--- config.mk ---
export PLATFORM = sky130hd
export DESIGN_NAME = bnd_trap_unit
export DESIGN_NICKNAME = d
export VERILOG_FILES = /design/src/rtl/bnd_pkg.sv /design/src/rtl/bnd_cmp.sv /design/src/rtl/bnd_flag_upd.sv /design/src/rtl/bnd_trap_unit.sv
export SDC_FILE = /design/constraint.sdc
export NUM_CORES = 1
export LEC_CHECK = 0
export BUFFER_PORTS_ARGS = -buffer_cell sky130_fd_sc_hd__buf_2
export CAP_MARGIN = 20
export CORE_MARGIN = 2
export CORE_UTILIZATION = 23
export CTS_BUF_LIST = sky130_fd_sc_hd__clkbuf_16
export DETAILED_ROUTE_END_ITERATION = 12
export PLACE_DENSITY = 0.42
export SETUP_SLACK_MARGIN = 0.2
export SYNTH_ARGS = -nofsm -noshare
export SYNTH_HDL_FRONTEND = slang
export SYNTH_SLANG_ARGS = --single-unit
--- constraint.sdc ---
create_clock -name clk -period 1.45 [get_ports clk]
set_input_delay 0.0725 -clock clk [delete_from_list [all_inputs] [get_ports clk]]
set_output_delay 0.0725 -clock clk [all_outputs]
set_load 0.005 [all_outputs]
--- src/rtl/bnd_pkg.sv ---
package bnd_pkg;
  localparam int BND_DW     = 32;
  localparam int NFLG       = 5;
  localparam int VEC_W      = 8;
  localparam int ADV_W      = 3;
  localparam int CHK_VEC    = 6;
  localparam int ADV_SINGLE = 2;
  localparam int ADV_DUAL   = 4;

  // flag word bit positions
  localparam int FLG_C = 0;
  localparam int FLG_V = 1;
  localparam int FLG_Z = 2;
  localparam int FLG_N = 3;
  localparam int FLG_X = 4;

  typedef enum logic {CHK_SINGLE = 1'b0, CHK_DUAL = 1'b1} chk_op_e;

  // comparison events against the effective limits
  typedef struct packed {
    logic below;    // value < lower limit (0 for single form)
    logic above;    // value > upper limit
    logic hit_lo;   // value == lower limit
    logic hit_hi;   // value == upper limit
    logic swapped;  // lower limit > upper limit
  } cmp_ev_t;

  // carry rule shared by both forms
  function automatic logic f_carry(input cmp_ev_t ev);
    return ev.swapped ? (ev.below & ev.above) : (ev.below | ev.above);
  endfunction

  function automatic logic [ADV_W-1:0] f_adv(input chk_op_e op);
    return (op == CHK_SINGLE) ? ADV_W'(ADV_SINGLE) : ADV_W'(ADV_DUAL);
  endfunction
endpackage

--- src/rtl/bnd_cmp.sv ---
module bnd_cmp
  import bnd_pkg::*;
#(
  parameter int DW = BND_DW
) (
  input  chk_op_e         op,
  input  logic [DW-1:0]   val,
  input  logic [DW-1:0]   lo,
  input  logic [DW-1:0]   hi,
  output cmp_ev_t         ev
);
  logic [DW-1:0] lo_eff;

  // the single form is the dual form with an implicit lower limit of zero
  assign lo_eff = (op == CHK_SINGLE) ? '0 : lo;

  always_comb begin
    ev.below   = $signed(val) < $signed(lo_eff);
    ev.above   = $signed(val) > $signed(hi);
    ev.hit_lo  = (val == lo_eff);
    ev.hit_hi  = (val == hi);
    ev.swapped = $signed(lo_eff) > $signed(hi);
  end
endmodule

--- src/rtl/bnd_flag_upd.sv ---
module bnd_flag_upd
  import bnd_pkg::*;
(
  input  chk_op_e          op,
  input  cmp_ev_t          ev,
  input  logic [NFLG-1:0]  flags_in,
  output logic [NFLG-1:0]  flags_nxt,
  output logic             trap,
  output logic [ADV_W-1:0] adv
);
  logic c_new;

  assign c_new = f_carry(ev);
  assign adv   = f_adv(op);

  always_comb begin
    flags_nxt        = flags_in;
    flags_nxt[FLG_C] = c_new;
    if (op == CHK_SINGLE) begin
      flags_nxt[FLG_N] = ev.below;          // below zero
      trap             = ev.below | ev.above;
    end else begin
      flags_nxt[FLG_Z] = ev.hit_lo | ev.hit_hi;
      trap             = c_new;
    end
  end
endmodule

--- src/rtl/bnd_trap_unit.sv ---
module bnd_trap_unit
  import bnd_pkg::*;
#(
  parameter int DW = BND_DW
) (
  input  logic             clk,
  input  logic             rst_n,
  input  logic             op_valid,
  input  logic             op_sel,
  input  logic [DW-1:0]    val_in,
  input  logic [DW-1:0]    lo_in,
  input  logic [DW-1:0]    hi_in,
  input  logic [NFLG-1:0]  flags_in,
  output logic [NFLG-1:0]  flags_out,
  output logic             res_valid,
  output logic             trap_req,
  output logic [VEC_W-1:0] trap_vec,
  output logic [ADV_W-1:0] pc_adv
);
  chk_op_e          op;
  cmp_ev_t          ev;
  logic [NFLG-1:0]  flags_nxt;
  logic             trap_nxt;
  logic [ADV_W-1:0] adv_nxt;

  assign op = chk_op_e'(op_sel);

  bnd_cmp #(.DW(DW)) u_cmp (
    .op  (op),
    .val (val_in),
    .lo  (lo_in),
    .hi  (hi_in),
    .ev  (ev)
  );

  bnd_flag_upd u_upd (
    .op        (op),
    .ev        (ev),
    .flags_in  (flags_in),
    .flags_nxt (flags_nxt),
    .trap      (trap_nxt),
    .adv       (adv_nxt)
  );

  always_ff @(posedge clk or negedge rst_n) begin
    if (!rst_n) begin
      flags_out <= '0;
      res_valid <= 1'b0;
      trap_req  <= 1'b0;
      trap_vec  <= '0;
      pc_adv    <= '0;
    end else begin
      res_valid <= op_valid;
      trap_req  <= op_valid & trap_nxt;
      trap_vec  <= (op_valid & trap_nxt) ? VEC_W'(CHK_VEC) : '0;
      pc_adv    <= (op_valid & trap_nxt) ? adv_nxt : '0;
      if (op_valid) flags_out <= flags_nxt;
    end
  end

  // result valid follows the strobe by one cycle
  a_r1_vld_follows: assert property (@(posedge clk) disable iff (!rst_n)
    op_valid |=> res_valid);

  // idle cycles are quiet and hold the flags
  a_r10_idle_quiet: assert property (@(posedge clk) disable iff (!rst_n)
    !op_valid |=> (!trap_req && !res_valid && $stable(flags_out)));

  // single form N mirrors the sign of the value
  a_r2_single_n: assert property (@(posedge clk) disable iff (!rst_n)
    (op_valid && op_sel == 1'b0) |=> flags_out[FLG_N] == $past(val_in[DW-1]));

  // a negative value always traps in the single form
  a_r4_neg_traps: assert property (@(posedge clk) disable iff (!rst_n)
    (op_valid && op_sel == 1'b0 && val_in[DW-1]) |=> trap_req);

  // dual form trap agrees with the new C
  a_r7_dual_trap_c: assert property (@(posedge clk) disable iff (!rst_n)
    (op_valid && op_sel == 1'b1) |=> trap_req == flags_out[FLG_C]);

  // X and V are never written by either form
  a_r8_xv_kept: assert property (@(posedge clk) disable iff (!rst_n)
    op_valid |=> (flags_out[FLG_X] == $past(flags_in[FLG_X]) &&
                  flags_out[FLG_V] == $past(flags_in[FLG_V])));

  // vector and advance only accompany a trap
  a_r9_vec_adv: assert property (@(posedge clk) disable iff (!rst_n)
    trap_req ? (trap_vec == VEC_W'(CHK_VEC) && pc_adv != '0)
             : (trap_vec == '0 && pc_adv == '0));

  // advance size depends on the form
  a_r9_adv_form: assert property (@(posedge clk) disable iff (!rst_n)
    (op_valid && trap_nxt) |=>
      pc_adv == ($past(op_sel) ? ADV_W'(ADV_DUAL) : ADV_W'(ADV_SINGLE)));
endmodule

==> results.ini <==
[min_path]
min_from = op_valid
holdPathEnd = res_valid
hold_depth = 1
hold_class = in -> reg

[critical_path]
worstPathMaxFanout = 5
critPathKind = in -> reg
worstRegToRegCells = 1
cp-end-kind = flip-flop
reg2reg_slack_ns = 0.68
cp-startpoint = op_sel
cp.required_ns = 1.56
timing.rr.end = flags_out[0]
r2r-start = flags_out[0]
cp-start-kind = input port
cp_data_arrival_time_ns = 2.31

[power_and_ir_drop]
irDropWorstVdd_mv = 0.245
p_sw_share_pct = 36.0
switchingPower_mw = 0.765
power.internal_mw = 1.36
power_frac_seq_pct = 13.9
power.density_nw_per_um2 = 430
combPwrFrac_pct = 63.7
clockPowerShare_pct = 22.3
fin_total_pwr_mw = 2.13
leakagePower_nw = 2.76

[outcome]
status = finished, violations left
violations = negative setup slack

[finish]
n_antenna_cell = 0
nets = 796
syn2layout_area_growth_pct = 71.7
post-route-util_pct = 40.9
fin_cells = 762
layout-drive-gt1-share_pct = 49.3
fillCellCount = 1274

[floorplanning]
die_w_um = 116
die_h_um = 116
io_pins = 123
core_area_um2 = 12100
die-area_um2 = 13500
core.rowCount = 40
initial_utilization_pct = 23.8

[global_route]
grt_use_total_pct = 14.8
grt_max_degree = 14
grt_pass1_wl_um = 15900
grt_overflow_total = 0
grt_pass1_vias = 3489
antenna_found_initial = 0

[synth]
synth_top_cell_by_area = ha_1
synth_area_leaders = ha_1, inv_1, dfrtp_1, nand2_1, a21oi_1
synth_edf_count = 0
ys_types = 41
ys_top_cells_by_count = ha_1, inv_1, nand2_1
async_reset_ff_share_pct = 100
ys_warn_count = 0
yosysTopAreaCellShare_pct = 41.6
avgSynthCellArea_um2 = 7.43
synth-seq-cells = 9
synth.most_common_cell = ha_1
netlist_area_um2 = 2880
syn_inst = 388
synth_ff_type = dfrtp_1
seq_area_frac_synth_pct = 7.81

[route]
first_pass_iters = 4
wl_per_cell_um = 13.0
drt-total-wl_um = 9890
drc_errors = 0
drt-initial-drc-count = 82
num_vias = 3333
ant_nets = 0
vias_per_cell = 4.37

[clock_network]
tritoncts = done
clkSinkCount = 9
cts_root_buffer = clkbuf_16
clockBufferDepth = 2
htreeDepth = 1
clock_latency_ns = 0.23
numCtsBuffers = 3
clkTransAtPathRegs_ns = 0.04

[timing]
fin_crit_ns = 2.20
tns_ns = -3.63
final_hold_viol_count = 0
setup_viol = 6
fin_crit_sh_pct = 152
fmax_mhz = 454
fin_worst_skew_ns = 0
maxSlewViolCount = 0
rsz0062_at_grt = true
hold_ws_ns = 0.0682
setup_ws_ns = -0.751

[placement]
port_buffers = 114
gp_congestion = 0.813
dp_cells = 747
hpwl_um = 8780

[run]
drv_cap = 0

power by group through the flow:
| stage | combinational (mW) | sequential, mW | clock [mW] |
|---|---|---|---|
| 4_1_cts | 1.35 | 0.298 | 0.491 |
| 6_report | 1.36 | 0.296 | 0.475 |
| 3_3_place_gp | 1.20 | 0.300 | 0 |
| 2_1_floorplan | 0.646 | 0.302 | 0 |
| 3_5_place_dp | 1.21 | 0.301 | 0 |
| 5_1_grt | 1.53 | 0.300 | 0.503 |
per-layer routing:
| layer | track usage, % | up-vias | wire length [um] |
|---|---|---|---|
| met1 | 19.0 | 1489 | 4650 |
| met4 | 1.67 | 0 | 19 |
| met5 | 0 | - | 0 |
| met3 | 0.680 | 2 | 354 |
| met2 | 28.1 | 72 | 4860 |
| li1 | - | 1770 | - |
worst max-delay path, cell delays in order:
cell and delay, ns:
buf_12 0.13, buf_12 0.14, nand2_2 0.07, inv_1 0.07
ha_4 0.27, nand4_1 0.17, a2111o_1 0.43, a21oi_2 0.13
nor2_1 0.05, a31o_2 0.21, maj3_2 0.31, mux2_4 0.26
placed cells by master (no fill, tap or decap), drive strengths merged, types with 2 or more instances in the layout:
cell    Yosys  final
conb        1      7
nor3        6      6
a21oi      31     31
o21ai      15     15
nor4        2      2
or4         2      2
a221o       3      3
inv        69     70
nand4      14     14
mux2        4      4
clkbuf      2      3
nand2      55     55
ha         96     96
dfrtp       9      9
a221oi      5      5
o21bai      2      2
o211ai      3      3
nand2b      3      3
buf        12    209
nor2b       3      3
a21o        8      8
a211oi      3      3
nand3      13     13
and3        2      2
and4        2      2
nor2       12     12
cell families after synthesis:
kind of cell,after synthesis,synth area share [%]
flops,9,7.81
mux,5,1.91
compound gates,77,17.4
fa+ha+maj,97,42.0
simple gates,116,18.8
other cells,1,0.130
buf+inv,83,12.0
timing repair:
action	in CTS	in global routing
cloned	2	0
hold buffers	1	0
resized for setup	58	14
hold endpoints to repair	9	0
pin swaps	25	6
buffers inserted	8	0
setup endpoints to repair	6	6
worst max path at each step:
stage	end	slack, ns	cells past startpoint
2_1_floorplan	flags_out[0]	-0.80	12
3_3_place_gp	flags_out[0]	-1.31	12
3_5_place_dp	flags_out[0]	-1.31	12
4_1_cts	flags_out[0]	-0.74	12
5_1_grt	flags_out[0]	-0.84	12
6_report	flags_out[0]	-0.75	12
through the flow:
| stage | area (um^2) | setup WS [ns] |
|---|---|---|
| after floorplan | 3140 | -0.802 |
| after global placement | 4430 | -1.31 |
| after detailed placement | 4430 | -1.31 |
| after CTS | 4900 | -0.742 |
| after global routing | 4950 | -0.843 |
| final | 4950 | -0.751 |
layout make-up:
cell class	count	area, um^2	share of cell area [%]
multi-input cells	302	2780	56.1
repair buffers	210	1400	28.3
inverters	69	262	5.28
flip-flops and latches	9	225	4.55
well taps	168	210	4.25
clock buffers	3	75.1	1.52
clock inverters	1	3.75	0.0758
registers in the layout (all words and copies together), names as in the netlist:
name,flops
flags_out,5
pc_adv,2
res_valid,1
trap_vec,1
(Power assumes the default switching activity.)
